**src/rtl/fpc_pkg.sv**
```systemverilog
package fpc_pkg;
  typedef enum logic [2:0] {
    ST_IDLE, ST_FILL, ST_WRITE, ST_ERASE, ST_CFG, ST_OP
  } armState_t;

  typedef struct packed {
    logic fireWrite;
    logic fireErase;
    logic fireFill;
    logic fireCfg;
    logic clearBuf;
  } fireStrobes_t;
endpackage

```
**src/rtl/fpc_control.sv**
```systemverilog
module fpc_control
  import fpc_pkg::*;
#(
  parameter int WRITE_WIN = 4,
  parameter int CFG_WIN   = 3
) (
  input  logic         clk,
  input  logic         rstN,
  input  logic         regWrEn,
  input  logic [4:0]   wrCmd,
  input  logic         storeStrobe,
  input  logic         loadStrobe,
  input  logic         flashBusy,
  input  logic         fillPending,
  output fireStrobes_t fire,
  output logic         selfEn,
  output logic [2:0]   armView
);
  localparam int MAXWIN = (WRITE_WIN > CFG_WIN) ? WRITE_WIN : CFG_WIN;
  localparam int CW     = $clog2(MAXWIN + 1);

  armState_t state, stateNxt;
  logic [CW-1:0] cnt, cntNxt;
  logic opFresh;
  logic accept;
  logic [2:0] nCmd;

  assign accept = regWrEn && wrCmd[0] && (state == ST_IDLE);
  assign nCmd   = 3'($countones(wrCmd[4:1]));

  always_comb begin
    stateNxt = state;
    cntNxt   = cnt;
    fire     = '0;
    unique case (state)
      ST_IDLE: begin
        if (accept) begin
          if (nCmd == 3'd0) begin
            stateNxt = ST_FILL;
            cntNxt   = CW'(WRITE_WIN);
          end else if (nCmd == 3'd1) begin
            if (wrCmd[2]) begin
              stateNxt = ST_WRITE;
              cntNxt   = CW'(WRITE_WIN);
            end else if (wrCmd[1]) begin
              stateNxt = ST_ERASE;
              cntNxt   = CW'(WRITE_WIN);
            end else if (wrCmd[3]) begin
              stateNxt = ST_CFG;
              cntNxt   = CW'(CFG_WIN);
            end else begin
              fire.clearBuf = fillPending;
            end
          end
        end
      end
      ST_FILL, ST_WRITE, ST_ERASE: begin
        if (storeStrobe) begin
          fire.fireFill  = (state == ST_FILL);
          fire.fireWrite = (state == ST_WRITE);
          fire.fireErase = (state == ST_ERASE);
          stateNxt = (state == ST_FILL) ? ST_IDLE : ST_OP;
        end else if (cnt == CW'(1)) begin
          stateNxt = ST_IDLE;
        end else begin
          cntNxt = cnt - CW'(1);
        end
      end
      ST_CFG: begin
        if (loadStrobe) begin
          fire.fireCfg = 1'b1;
          stateNxt = ST_IDLE;
        end else if (cnt == CW'(1)) begin
          stateNxt = ST_IDLE;
        end else begin
          cntNxt = cnt - CW'(1);
        end
      end
      ST_OP: begin
        if (!opFresh && !flashBusy) stateNxt = ST_IDLE;
      end
      default: stateNxt = ST_IDLE;
    endcase
  end

  always_ff @(posedge clk or negedge rstN) begin
    if (!rstN) begin
      state   <= ST_IDLE;
      cnt     <= '0;
      opFresh <= 1'b0;
    end else begin
      state   <= stateNxt;
      cnt     <= cntNxt;
      opFresh <= (stateNxt == ST_OP) && (state != ST_OP);
    end
  end

  assign selfEn  = (state != ST_IDLE);
  assign armView = {state == ST_CFG, state == ST_WRITE, state == ST_ERASE};


  window_expiry_chk: assert property (@(posedge clk) disable iff (!rstN)
    (state inside {ST_FILL, ST_WRITE, ST_ERASE} && cnt == CW'(1) && !storeStrobe)
      |=> (state == ST_IDLE));


  busy_hold_chk: assert property (@(posedge clk) disable iff (!rstN)
    (state == ST_OP && flashBusy) |=> selfEn);


  armed_write_ignored_chk: assert property (@(posedge clk) disable iff (!rstN)
    (state == ST_WRITE && regWrEn && !storeStrobe && cnt != CW'(1))
      |=> (state == ST_WRITE));
endmodule

```
**src/rtl/fpc_datapath.sv**
```systemverilog
module fpc_datapath
  import fpc_pkg::*;
#(
  parameter int ZW       = 16,
  parameter int PAGE_LSB = 6
) (
  input  logic               clk,
  input  logic               rstN,
  input  logic               regWrEn,
  input  logic               wrIe,
  input  fireStrobes_t       fire,
  input  logic               selfEn,
  input  logic [2:0]         armView,
  input  logic [ZW-1:0]      zPtr,
  input  logic               eeBusy,
  input  logic               globalIntEn,
  output logic [7:0]         regRdData,
  output logic               cmdPageWrite,
  output logic               cmdPageErase,
  output logic [ZW-PAGE_LSB-1:0] cmdPageAddr,
  output logic               cmdBufFill,
  output logic               cmdBufClear,
  output logic               cmdCfgRead,
  output logic               cmdCfgSel,
  output logic               readyIrq,
  output logic               fillPending
);
  localparam int PAW = ZW - PAGE_LSB;

  logic ieBit;
  logic unusedZBits;
  assign unusedZBits = ^zPtr[PAGE_LSB-1:1];

  always_ff @(posedge clk or negedge rstN) begin
    if (!rstN) begin
      ieBit        <= 1'b0;
      fillPending  <= 1'b0;
      cmdPageWrite <= 1'b0;
      cmdPageErase <= 1'b0;
      cmdBufFill   <= 1'b0;
      cmdBufClear  <= 1'b0;
      cmdCfgRead   <= 1'b0;
      cmdCfgSel    <= 1'b0;
      cmdPageAddr  <= '0;
    end else begin
      if (regWrEn) ieBit <= wrIe;
      if (fire.fireFill) fillPending <= 1'b1;
      else if (fire.fireWrite || fire.clearBuf) fillPending <= 1'b0;
      cmdPageWrite <= fire.fireWrite;
      cmdPageErase <= fire.fireErase;
      cmdBufFill   <= fire.fireFill;
      cmdBufClear  <= fire.clearBuf;
      cmdCfgRead   <= fire.fireCfg;
      if (fire.fireCfg) cmdCfgSel <= zPtr[0];
      if (fire.fireWrite || fire.fireErase) cmdPageAddr <= zPtr[ZW-1 -: PAW];
    end
  end

  assign regRdData = {ieBit, 3'b000, armView, selfEn};
  assign readyIrq  = ieBit && globalIntEn && !selfEn && !eeBusy;


  write_keeps_enable_chk: assert property (@(posedge clk) disable iff (!rstN)
    (cmdPageWrite || cmdPageErase) |-> selfEn);


  clear_empties_chk: assert property (@(posedge clk) disable iff (!rstN)
    cmdBufClear |-> !fillPending);


  fill_marks_chk: assert property (@(posedge clk) disable iff (!rstN)
    cmdBufFill |-> fillPending);
endmodule

```
**src/rtl/flash_prog_ctl.sv**
```systemverilog
module flash_prog_ctl
  import fpc_pkg::*;
#(
  parameter int ZW        = 16,
  parameter int PAGE_LSB  = 6,
  parameter int WRITE_WIN = 4,
  parameter int CFG_WIN   = 3
) (
  input  logic                   clk,
  input  logic                   rstN,
  input  logic                   regWrEn,
  input  logic [7:0]             regWrData,
  output logic [7:0]             regRdData,
  input  logic                   storeStrobe,
  input  logic                   loadStrobe,
  input  logic [ZW-1:0]          zPtr,
  input  logic                   eeBusy,
  input  logic                   flashBusy,
  input  logic                   globalIntEn,
  output logic                   cmdPageWrite,
  output logic                   cmdPageErase,
  output logic [ZW-PAGE_LSB-1:0] cmdPageAddr,
  output logic                   cmdBufFill,
  output logic                   cmdBufClear,
  output logic                   cmdCfgRead,
  output logic                   cmdCfgSel,
  output logic                   readyIrq
);
  fireStrobes_t fire;
  logic selfEn;
  logic fillPending;
  logic [2:0] armView;
  logic unusedWrBits;
  assign unusedWrBits = ^regWrData[6:5];

  fpc_control #(.WRITE_WIN(WRITE_WIN), .CFG_WIN(CFG_WIN)) uCtl (
    .clk(clk), .rstN(rstN), .regWrEn(regWrEn), .wrCmd(regWrData[4:0]),
    .storeStrobe(storeStrobe), .loadStrobe(loadStrobe), .flashBusy(flashBusy),
    .fillPending(fillPending), .fire(fire), .selfEn(selfEn), .armView(armView)
  );

  fpc_datapath #(.ZW(ZW), .PAGE_LSB(PAGE_LSB)) uDp (
    .clk(clk), .rstN(rstN), .regWrEn(regWrEn), .wrIe(regWrData[7]),
    .fire(fire), .selfEn(selfEn), .armView(armView), .zPtr(zPtr),
    .eeBusy(eeBusy), .globalIntEn(globalIntEn), .regRdData(regRdData),
    .cmdPageWrite(cmdPageWrite), .cmdPageErase(cmdPageErase),
    .cmdPageAddr(cmdPageAddr), .cmdBufFill(cmdBufFill), .cmdBufClear(cmdBufClear),
    .cmdCfgRead(cmdCfgRead), .cmdCfgSel(cmdCfgSel), .readyIrq(readyIrq),
    .fillPending(fillPending)
  );


  cfg_needs_load_chk: assert property (@(posedge clk) disable iff (!rstN)
    $rose(cmdCfgRead) |-> $past(loadStrobe));
endmodule

```
**config.mk**
```make
export PLATFORM = sky130hd
export DESIGN_NAME = flash_prog_ctl
export DESIGN_NICKNAME = d
export VERILOG_FILES = /design/src/rtl/fpc_pkg.sv /design/src/rtl/fpc_control.sv /design/src/rtl/fpc_datapath.sv /design/src/rtl/flash_prog_ctl.sv
export SDC_FILE = /design/constraint.sdc
export NUM_CORES = 1
export LEC_CHECK = 0
export BUFFER_PORTS_ARGS = -buffer_cell sky130_fd_sc_hd__clkbuf_2
export CAP_MARGIN = 20
export CORE_AREA = 2 2 57 59
export DETAILED_ROUTE_END_ITERATION = 10
export DIE_AREA = 0 0 59 61
export HOLD_SLACK_MARGIN = 0.1
export PLACE_DENSITY_LB_ADDON = 0.08
export SYNTH_ARGS = -nofsm -noshare
export SYNTH_HDL_FRONTEND = slang
export SYNTH_SLANG_ARGS = --single-unit
```
**constraint.sdc**
```tcl
create_clock -name clk -period 2.1 [get_ports clk]
set_input_delay 0.21 -clock clk [delete_from_list [all_inputs] [get_ports clk]]
set_output_delay 0.21 -clock clk [all_outputs]
set_load 0.05 [all_outputs]
```
==> flow_metrics.py <==
metrics = {
    "status": {
        "run_status": "finished clean",
    },
    "routing": {
        "post_drt_wl_per_cell_um": 12.6,
        "wl_met2_mm": 1.31,
        "wl_met3_um": 124,
        "drt-total-wl_mm": 2.61,
        "ant_nets": 0,
        "firstDrtPassIters": 4,
        "vias": 1069,
        "drcViolationCount": 0,
        "drt-met1-wl_mm": 1.15,
        "initialDrtViolationCount": 33,
        "viasPerCell": 5.16,
        "routed.top_layer": "met4",
    },
    "floorplan": {
        "rows": 20,
        "die_area_mm2": 0.00360,
        "die_h_um": 61,
        "fp.dieW_um": 59,
        "boundaryPins": 57,
        "initial_core_util_pct": 44.3,
        "core-area_mm2": 0.00295,
    },
    "global_routing": {
        "antenna_found_initial": 0,
        "grt_pass1_vias": 955,
        "grt_pass1_wl_mm": 4.10,
        "globalRouteOverflowTotal": 0,
        "grt_use_total_pct": 15.2,
        "grt_max_degree": 26,
    },
    "timing": {
        "worst_slew_pin_slew_ns": 0.611,
        "slew_headroom_pct": 59.3,
        "finalCritPeriodShare_pct": 93.4,
        "rsz0062_at_grt": "no",
        "fmax_mhz": 510,
        "hold_viol_final": 0,
        "min_period_ns": 1.96,
        "whs_ns": 0.110,
        "clock_skew_ns": 0.00545,
        "setup_viol": 0,
        "slew_viol_final": 0,
    },
    "power": {
        "sw_frac_of_total_pct": 48.6,
        "seqPwrFrac_pct": 35.4,
        "clkPwrFrac_pct": 10.8,
        "netSwitchingPower_uw": 1020,
        "peakVddDrop_uv": 650,
        "finalPower_uw": 2090,
        "p_int_uw": 1080,
        "p_leak_uw": 0.000873,
        "pwr-share-comb_pct": 53.9,
        "p_per_area_mw_per_mm2": 1230,
    },
    "worst_setup_path": {
        "endpoint_kind": "flop",
        "critical_path_class": "input port to flop",
        "start_kind": "input port",
        "crit_fanout": 3,
        "critPathRequiredTime_ns": 2.37,
        "cp.arrival_ns": 2.23,
    },
    "yosys": {
        "yosys-top-cells-area": "dfrtp_1 48%, mux2_2 10%, ha_1 5.7%",
        "netlist_top_cells_count": "25 x dfrtp_1, 12 x mux2_2, 7 x inv_1, 6 x ha_1, 6 x nand2_1",
        "yosysUniqueCellTypes": 38,
        "synth_edf_count": 0,
        "yosysMostFrequentCell": "dfrtp_1",
        "async_reset_ff_share_pct": 100,
        "ys.flop_type": "dfrtp_1",
        "synth.largest_area_cell": "dfrtp_1",
        "syn_inst": 114,
        "syn_area_per_cell_um2": 11.5,
        "synth_area_mm2": 0.00131,
        "seq_area_frac_synth_pct": 47.8,
        "synth_top_area_share_pct": 47.8,
        "synth-seq-cells": 25,
        "yosys_warnings": 0,
    },
    "cells_and_area": {
        "drive_above_1_share_pct": 45.4,
        "n_antenna_cell": 0,
        "area_growth_syn_to_layout_pct": 30.1,
        "layout.nets": 214,
    },
    "clocking": {
        "clkSinkCount": 25,
        "clock_latency_ns": 0.32,
        "cts-root-buf": "clkbuf_4",
        "cts.path.max_buffers": 2,
        "clk_pin_slew_worst_paths_ns": 0.15,
        "cts_setup_buffers": 0,
        "cts_tree": "done",
        "cts.htree.levels": 1,
        "cts_resized": 0,
        "cts_made_buffers": 3,
    },
    "hold_path": {
        "hp-class": "input port to flop",
    },
    "place": {
        "io_buffers": 46,
        "gp_congestion": 0.810,
        "hpwl_mm": 1.98,
    },
    "job": {
        "max_cap_viol_count": 0,
    },
}
[layout by cell type (no fill, tap or decap), types with 2 or more instances in the layout]
master and count:
inv_1 7, nor3_1 3, mux2_2 12, o22a_1 2, nand2_1 6, dfrtp_1 25
a31oi_1 3, conb_1 3, o2111ai_1 2, clkbuf_4 3, o31a_1 3, and2_1 2
dlygate4sd3_1 8, clkbuf_2 46, nand4_1 2, a21oi_1 2, ha_1 5, buf_4 9
o21ai_0 5, nor2_1 4
[repair_timing]
action,CTS,global route
hold endpoints to repair,30,2
setup endpoints to repair,0,0
hold buffers,6,2
[logic make-up (layout without fill, tap and decap cells)]
family	Yosys count	count (layout)	share of synthesized area, %
AO/OA/AOI/OAI	21	21	11.1
adder cells (fa/ha/maj)	7	7	7.27
buffers and inverters	17	75	7.65
flip-flops	25	25	47.8
multiplexers	13	13	11.1
other	1	3	0.287
AND/OR/NAND/NOR	30	30	14.8
[power groups by stage]
| stage | Sequential (uW) | Clock, uW | Combinational, uW |
|---|---|---|---|
| floorplan | 1120 | 0 | 520 |
| global placement | 748 | 0 | 1100 |
| detailed placement | 755 | 0 | 1120 |
| CTS | 743 | 239 | 1130 |
| global route | 762 | 247 | 1210 |
| finish | 741 | 225 | 1130 |
[path summary, 6_finish.rpt]
kind                            startpoint                 end  slack (ns)  depth (start not counted)
hold / removal                     zPtr[7]  uDp.cmdPageAddr[1]        0.11                          2
setup / recovery              regWrData[1]         uCtl.cnt[2]        0.14                         10
setup reg to reg               uCtl.cnt[0]         uCtl.cnt[2]        0.35                          5
hold reg to reg            uDp.fillPending     uDp.cmdBufClear        0.49                          1
min in group asynchronous             rstN      uDp.cmdBufFill        0.42                          2
max in group asynchronous             rstN         uCtl.cnt[2]        1.28                          2
[critical path, cell delays in order]
cell and delay, ns:
clkbuf_2 0.09, inv_1 0.05, ha_1 0.29, ha_2 0.18, fa_1 0.44, buf_4 0.15
o31a_1 0.32, o21ai_0 0.17, o31a_1 0.21, o22a_1 0.12
[cell type report]
cell class / count / area, um2
Clock buffer: 3 / 22.5
Clock inverter: 1 / 7.51
Fill cell: 260 / 1250
Inverter: 8 / 30.0
Multi-Input combinational cell: 74 / 598
Sequential cell: 25 / 626
Tap cell: 33 / 41.3
Timing Repair Buffer: 63 / 378
[routing by layer]
metal  GRT usage (%)  vias up
met1            20.2      510
met3            2.13        2
li1                -      519
met2            25.1       38
met5               0        -
met4            5.84        0
[stage by stage]
stage / setup slack (ns) / util (%) / TNS, ns / instance area (um2) / instances
floorplan: -0.00478 / - / -0.00478 / 1320 / 116
global placement: -0.127 / 53.9 / -0.395 / 1590 / 195
detailed placement: -0.187 / 53.9 / -0.654 / 1590 / 195
CTS: 0.138 / 57.0 / 0 / 1680 / 205
global route: 0.0368 / 57.7 / 0 / 1700 / 207
finish: 0.138 / 57.7 / 0 / 1700 / 207
[sequential cells by signal (all words and copies together) (netlist names)]
signal / count
uCtl.cnt: 3
uCtl.opFresh: 1
uCtl.state: 3
uDp.cmdBufClear: 1
uDp.cmdBufFill: 1
uDp.cmdCfgRead: 1
uDp.cmdCfgSel: 1
uDp.cmdPageAddr: 10
uDp.cmdPageErase: 1
uDp.cmdPageWrite: 1
uDp.fillPending: 1
uDp.ieBit: 1
(Power assumes the default switching activity.)
